**src/rtl/nlfsr_pkg.sv**
```systemverilog
package nlfsr_pkg;

  localparam int TAP_SPAN   = 64;
  localparam int NUM_LIN    = 11;
  localparam int NUM_PROD   = 11;

  typedef logic [TAP_SPAN-1:0] tap_mask_t;

  // Single-bit mask builder.
  function automatic tap_mask_t bitm(input int idx);
    tap_mask_t m;
    m = '0;
    m[idx] = 1'b1;
    return m;
  endfunction

  // Positions XORed straight into the feedback.
  function automatic tap_mask_t lin_mask();
    return bitm(0) | bitm(9) | bitm(15) | bitm(21) | bitm(28) | bitm(33)
         | bitm(37) | bitm(45) | bitm(52) | bitm(60) | bitm(63);
  endfunction

  // Membership mask of product term k.
  function automatic tap_mask_t prod_mask(input int k);
    case (k)
      0:  return bitm(9)  | bitm(15);
      1:  return bitm(33) | bitm(37);
      2:  return bitm(60) | bitm(63);
      3:  return bitm(21) | bitm(28) | bitm(33);
      4:  return bitm(45) | bitm(52) | bitm(60);
      5:  return bitm(9)  | bitm(28) | bitm(45) | bitm(63);
      6:  return bitm(15) | bitm(21) | bitm(60) | bitm(63);
      7:  return bitm(33) | bitm(37) | bitm(52) | bitm(60);
      8:  return bitm(9)  | bitm(15) | bitm(21) | bitm(28) | bitm(33);
      9:  return bitm(37) | bitm(45) | bitm(52) | bitm(60) | bitm(63);
      default: return bitm(21) | bitm(28) | bitm(33) | bitm(37) | bitm(45) | bitm(52);
    endcase
  endfunction

  // AND of all bits selected by a mask.
  function automatic logic and_sel(input tap_mask_t s, input tap_mask_t m);
    return &(s | ~m);
  endfunction

  // XOR of all bits selected by a mask.
  function automatic logic xor_sel(input tap_mask_t s, input tap_mask_t m);
    return ^(s & m);
  endfunction

endpackage

```
**src/rtl/nlfsr_feedback.sv**
```systemverilog
module nlfsr_feedback
  import nlfsr_pkg::*;
#(
  parameter int STATE_W = 80
) (
  input  logic               clk,
  input  logic               rst_n,
  input  logic [STATE_W-1:0] state,
  output logic               lin_part,
  output logic               prod_part,
  output logic               fb
);

  tap_mask_t            tap_view;
  logic [NUM_PROD-1:0]  term_hit;

  assign tap_view = state[TAP_SPAN-1:0];
  assign lin_part = xor_sel(tap_view, lin_mask());

  for (genvar k = 0; k < NUM_PROD; k++) begin : g_term
    assign term_hit[k] = and_sel(tap_view, prod_mask(k));
  end

  assign prod_part = ^term_hit;
  assign fb        = lin_part ^ prod_part;

  // zero taps give zero feedback.
  assert_zero_fb_R7: assert property (@(posedge clk) disable iff (!rst_n)
    (tap_view == '0) |-> (fb == 1'b0));

  // a term fires only when every one of its tap bits is set.
  assert_term_pair_R5: assert property (@(posedge clk) disable iff (!rst_n)
    term_hit[0] |-> (state[9] && state[15]));

endmodule

```
**src/rtl/nlfsr_state_reg.sv**
```systemverilog
module nlfsr_state_reg #(
  parameter int STATE_W = 80
) (
  input  logic               clk,
  input  logic               rst_n,
  input  logic               load_en,
  input  logic [STATE_W-1:0] load_word,
  input  logic               adv_en,
  input  logic               fill_bit,
  output logic [STATE_W-1:0] state
);

  logic [STATE_W-1:0] shifted;
  logic               do_load;
  logic               do_adv;

  assign do_load = load_en;
  assign do_adv  = adv_en && !load_en;
  assign shifted = {fill_bit, state[STATE_W-1:1]};

  always_ff @(posedge clk or negedge rst_n) begin
    if (!rst_n)       state <= '0;
    else if (do_load) state <= load_word;
    else if (do_adv)  state <= shifted;
  end

  assert_load_R2: assert property (@(posedge clk) disable iff (!rst_n)
    load_en |=> (state == $past(load_word)));

  assert_shift_R3: assert property (@(posedge clk) disable iff (!rst_n)
    (adv_en && !load_en) |=> (state == {$past(fill_bit), $past(state[STATE_W-1:1])}));

  assert_hold_R4: assert property (@(posedge clk) disable iff (!rst_n)
    (!adv_en && !load_en) |=> $stable(state));

  assert_zero_stays_R7: assert property (@(posedge clk) disable iff (!rst_n)
    (state == '0 && !load_en) |=> (state == '0));

endmodule

```
**src/rtl/nlfsr_core.sv**
```systemverilog
module nlfsr_core #(
  parameter int STATE_W = 80
) (
  input  logic               clk,
  input  logic               rst_n,
  input  logic               load_en,
  input  logic [STATE_W-1:0] load_word,
  input  logic               adv_en,
  output logic [STATE_W-1:0] state_word,
  output logic               serial_bit,
  output logic               fb_bit
);

  logic [STATE_W-1:0] cur_state;
  logic               next_fill;
  logic               lin_part;
  logic               prod_part;

  nlfsr_feedback #(.STATE_W(STATE_W)) u_fb (
    .clk      (clk),
    .rst_n    (rst_n),
    .state    (cur_state),
    .lin_part (lin_part),
    .prod_part(prod_part),
    .fb       (next_fill)
  );

  nlfsr_state_reg #(.STATE_W(STATE_W)) u_reg (
    .clk      (clk),
    .rst_n    (rst_n),
    .load_en  (load_en),
    .load_word(load_word),
    .adv_en   (adv_en),
    .fill_bit (next_fill),
    .state    (cur_state)
  );

  assign state_word = cur_state;
  assign serial_bit = cur_state[0];
  assign fb_bit     = next_fill;

  // the advertised feedback bit lands in the top position.
  assert_fb_lands_R9: assert property (@(posedge clk) disable iff (!rst_n)
    (adv_en && !load_en) |=> (state_word[STATE_W-1] == $past(fb_bit)));

  // serial output tracks the low end of the state.
  assert_serial_R6: assert property (@(posedge clk) disable iff (!rst_n)
    (adv_en && !load_en) |=> (serial_bit == $past(state_word[1])));

endmodule

```
**config.mk**
```make
export PLATFORM = sky130hd
export DESIGN_NAME = nlfsr_core
export DESIGN_NICKNAME = d
export VERILOG_FILES = /design/src/rtl/nlfsr_pkg.sv /design/src/rtl/nlfsr_feedback.sv /design/src/rtl/nlfsr_state_reg.sv /design/src/rtl/nlfsr_core.sv
export SDC_FILE = /design/constraint.sdc
export NUM_CORES = 1
export LEC_CHECK = 0
export BUFFER_PORTS_ARGS = -buffer_cell sky130_fd_sc_hd__buf_4
export CAP_MARGIN = 30
export CORE_MARGIN = 5
export CORE_UTILIZATION = 53
export CTS_BUF_LIST = sky130_fd_sc_hd__clkbuf_4 sky130_fd_sc_hd__clkbuf_8
export DETAILED_ROUTE_END_ITERATION = 7
export PLACE_DENSITY = 0.89
export SETUP_SLACK_MARGIN = 0.2
export SLEW_MARGIN = 10
export SYNTH_ARGS = -nofsm -noshare
export SYNTH_HDL_FRONTEND = slang
export SYNTH_SLANG_ARGS = --single-unit
```
**constraint.sdc**
```tcl
create_clock -name clk -period 6.1 [get_ports clk]
set_input_delay 1.22 -clock clk [delete_from_list [all_inputs] [get_ports clk]]
set_output_delay 1.22 -clock clk [all_outputs]
set_load 0.01 [all_outputs]
```
==> out/summary.md <==
### Flow run
- reported max-cap violation count: 0

### Critical path
- critical path capture point type: output pin
- worst path arrival time: 2.38 ns
- critical path startpoint category: flip-flop
- cell with the largest stage delay on the worst path: sky130_fd_sc_hd__dfrtp_1
- R2R Path Start: u_reg.state[60]
- Data required, critical path: 4.88 ns
- largest fanout of any net on the critical path: 8
- Setup crit start: u_reg.state[60]
- worst setup path class: reg -> out
- CP cell instances: ha_1 > xnor2_1 > xnor2_1 > xnor3_1 > xnor3_1 > buf_4
- Max stage delay on crit path: 0.47 ns

### STA
- unrepaired setup endpoints after global routing: false
- slew at the pin closest to its max-slew limit: 0.8791 ns
- Hold Slack: 0.5766 ns
- number of slew-limit violations in the final report: 0
- Clock Skew: 0.01067 ns
- Final setup violation count: 0
- Period Utilization, post-route: 59.07%
- worst slew margin relative to its limit: 41.39%
- setup_tns: 0 ns
- time the final worst path needs with I/O delays and setup: 3.603 ns
- number of endpoints with negative hold slack in the final report: 0
- maximum clock frequency: 277.5 MHz

### Global routing
- vias in the first global route: 3,287
- antenna violations before repair: 0
- maximum number of pins on one net before global-route repair: 100
- global-route wire length before repair: 15.40 mm
- total congestion overflow after global routing: 0
- GRT Resource Usage Total: 21.47%

### Clock network
- source-to-sink clock delay at the later pin of the worst-skew pair: 0.34 ns
- buffers from clock root to sink, at most: 2
- number of setup buffers added after CTS: 0
- clk slew on worst S/H paths: 0.08 ns
- total clock sinks: 80
- cts bufs inserted: 9
- maximum level of the CTS H-tree: 3
- clock tree from TritonCTS: done
- Root Driver: sky130_fd_sc_hd__clkbuf_8
- CTS-repair resized insts: 0
- count of hold buffers inserted by post-cts repair: 0

### Route
- # DRC: 0
- overall routed net length: 9.604 mm
- routed via count: 3,262
- number of DRC markers after the initial detailed-route iteration: 172
- average wire per cell in the routed design: 15.22 µm
- Vias/cell: 5.170
- number of routed nets with antenna violations: 0
- total iterations of the first detailed-routing run: 4

### Yosys
- sequential share of the synthesized area: 51.38%
- number of cells produced by synthesis: 376
- average cell area after synthesis: 10.36 µm²
- library cell occupying the most area in the post-synthesis netlist: sky130_fd_sc_hd__dfrtp_1
- netlist area before placement: 3896 µm²
- area share of the largest cell type after synthesis: 51.38%
- number of distinct standard cells referenced by the synthesized netlist: 18
- leading post-synthesis cells by cell area: sky130_fd_sc_hd__dfrtp_1, sky130_fd_sc_hd__mux2i_1, sky130_fd_sc_hd__o21ai_1
- count of warnings emitted by yosys: 0
- net count after synthesis: 464
- post-synthesis sequential element count: 80

### Min path
- launch point of the worst hold path: u_reg.state[1]
- Hold/Removal Path Class: reg -> reg

### Cells and area
- registers with the most flip-flops: u_reg.state: 80 flops
- Ant. Diodes: 0
- largest reg by FF count: u_reg.state
- P&R area growth vs syn: 38.63%
- area occupied by registers: 2002 µm²
- leading cell types in the layout, fill and taps excluded: sky130_fd_sc_hd__buf_4, sky130_fd_sc_hd__mux2i_1, sky130_fd_sc_hd__nand2_1, sky130_fd_sc_hd__dfrtp_1, sky130_fd_sc_hd__o21ai_1
- total area of multi-input combinational cells: 1773 µm²
- share of final-layout standard cells stronger than drive strength 1: 34.96%
- fillcell total: 520
- flip-flop count of the largest register after layout: 80
- most common cell after layout, fill and taps aside: sky130_fd_sc_hd__buf_4
- final-stage net count: 615

### Floorplanning
- Vert. Die Dim: 95.74 µm
- Cell Rows: 31
- top-level port count: 166
- overall die area: 9166 µm²
- core area: 7214 µm²
- die width: 95.74 µm
- Initial Util: 54.01%

### Pwr
- peak supply drop: 0.1713 mV
- net switching power: 413.5 µW
- sequential power share: 44.2%
- Logic pwr share: 27.2%
- switching part of the total: 28.27%
- static leakage: 2.790 nW
- clock share of power: 28.6%
- power per standard cell area: 270.8 nW/µm²
- cell-internal power: 1.049 mW

### Placed design
- IO buf count: 165
- HPWL reported at the end of detailed placement: 7.075 mm
- final weighted congestion in routability-driven placement: 0.8233

### Run status
- run status: finished clean

[cell type report]
cell class                      instances  area share (%)
Clock buffer                           14           3.451
Clock inverter                          2          0.6486
Sequential cell                        80           37.06
Multi-Input combinational cell        268           32.82
Tap cell                               99           2.293
Timing Repair Buffer                  168           23.72
[worst max-delay path, delay by kind of cell, from the launching register on]
kind       cells  cell delay, ns
xor+xnor       4            1.08
fa+ha+maj      1            0.33
buf+inv        1            0.16
flops          1            0.47
[stage by stage]
stage	std cells	setup WS [ns]	power (mW)	instance area [µm²]	util, %
after floorplan	376	3.038	0.8557	3896	-
after global placement	614	2.876	1.045	5152	71.42
after detailed placement	615	2.865	1.059	5180	71.80
after CTS	631	2.477	1.479	5401	74.87
after global routing	631	2.414	1.544	5401	74.87
final	631	2.497	1.463	5401	74.87
[layer usage]
| layer | GRT usage [%] | vias up | part of all wire [%] |
|---|---|---|---|
| met2 | 34.68 | 122 | 47 |
| met3 | 5.864 | 18 | 8.5 |
| met5 | 0 | - | 0 |
| met4 | 7.227 | 0 | 1.7 |
| met1 | 28.02 | 1522 | 42 |
| li1 | - | 1600 | - |
[synthesized netlist by cell type]
cell and number:
sky130_fd_sc_hd__a21boi_1 2, sky130_fd_sc_hd__mux2_2 2, sky130_fd_sc_hd__mux2i_1 81, sky130_fd_sc_hd__and3_1 3, sky130_fd_sc_hd__xnor2_1 9, sky130_fd_sc_hd__nand2_1 80, sky130_fd_sc_hd__buf_1 3, sky130_fd_sc_hd__ha_1 4
sky130_fd_sc_hd__xor2_1 1, sky130_fd_sc_hd__clkbuf_1 21, sky130_fd_sc_hd__buf_2 1, sky130_fd_sc_hd__xnor3_1 2, sky130_fd_sc_hd__buf_4 2, sky130_fd_sc_hd__buf_6 1, sky130_fd_sc_hd__o21ai_1 79, sky130_fd_sc_hd__a21boi_0 1
sky130_fd_sc_hd__nand3_1 4, sky130_fd_sc_hd__dfrtp_1 80
[final timing paths]
check	depth (start not counted)	to	slack, ns
max	6	fb_bit	2.50
min	2	u_reg.state[0]	0.58
max reg2reg	7	u_reg.state[79]	3.58
min reg2reg	2	u_reg.state[0]	0.58
max in group asynchronous	2	u_reg.state[20]	4.70
min in group asynchronous	1	u_reg.state[55]	0.81
[power by group through the flow]
stage / Combinational (mW) / Clock [mW] / Sequential, mW
after floorplan: 0.185 / 0 / 0.671
after global placement: 0.390 / 0 / 0.654
after detailed placement: 0.402 / 0 / 0.656
after CTS: 0.404 / 0.428 / 0.647
after global routing: 0.437 / 0.450 / 0.657
final: 0.397 / 0.419 / 0.647
[cells by family (layout without fill, tap and decap cells)]
group / count (synthesis) / after routing / share of synthesized area (%)
AND/OR/NAND/NOR: 87 / 87 / 8.703
multiplexers: 83 / 83 / 21.39
AO/OA/AOI/OAI: 82 / 82 / 10.73
flip-flops: 80 / 80 / 51.38
buffers and inverters: 28 / 184 / 3.115
XOR/XNOR: 12 / 12 / 3.404
adder cells (fa/ha/maj): 4 / 4 / 1.285
(Power assumes the default switching activity.)
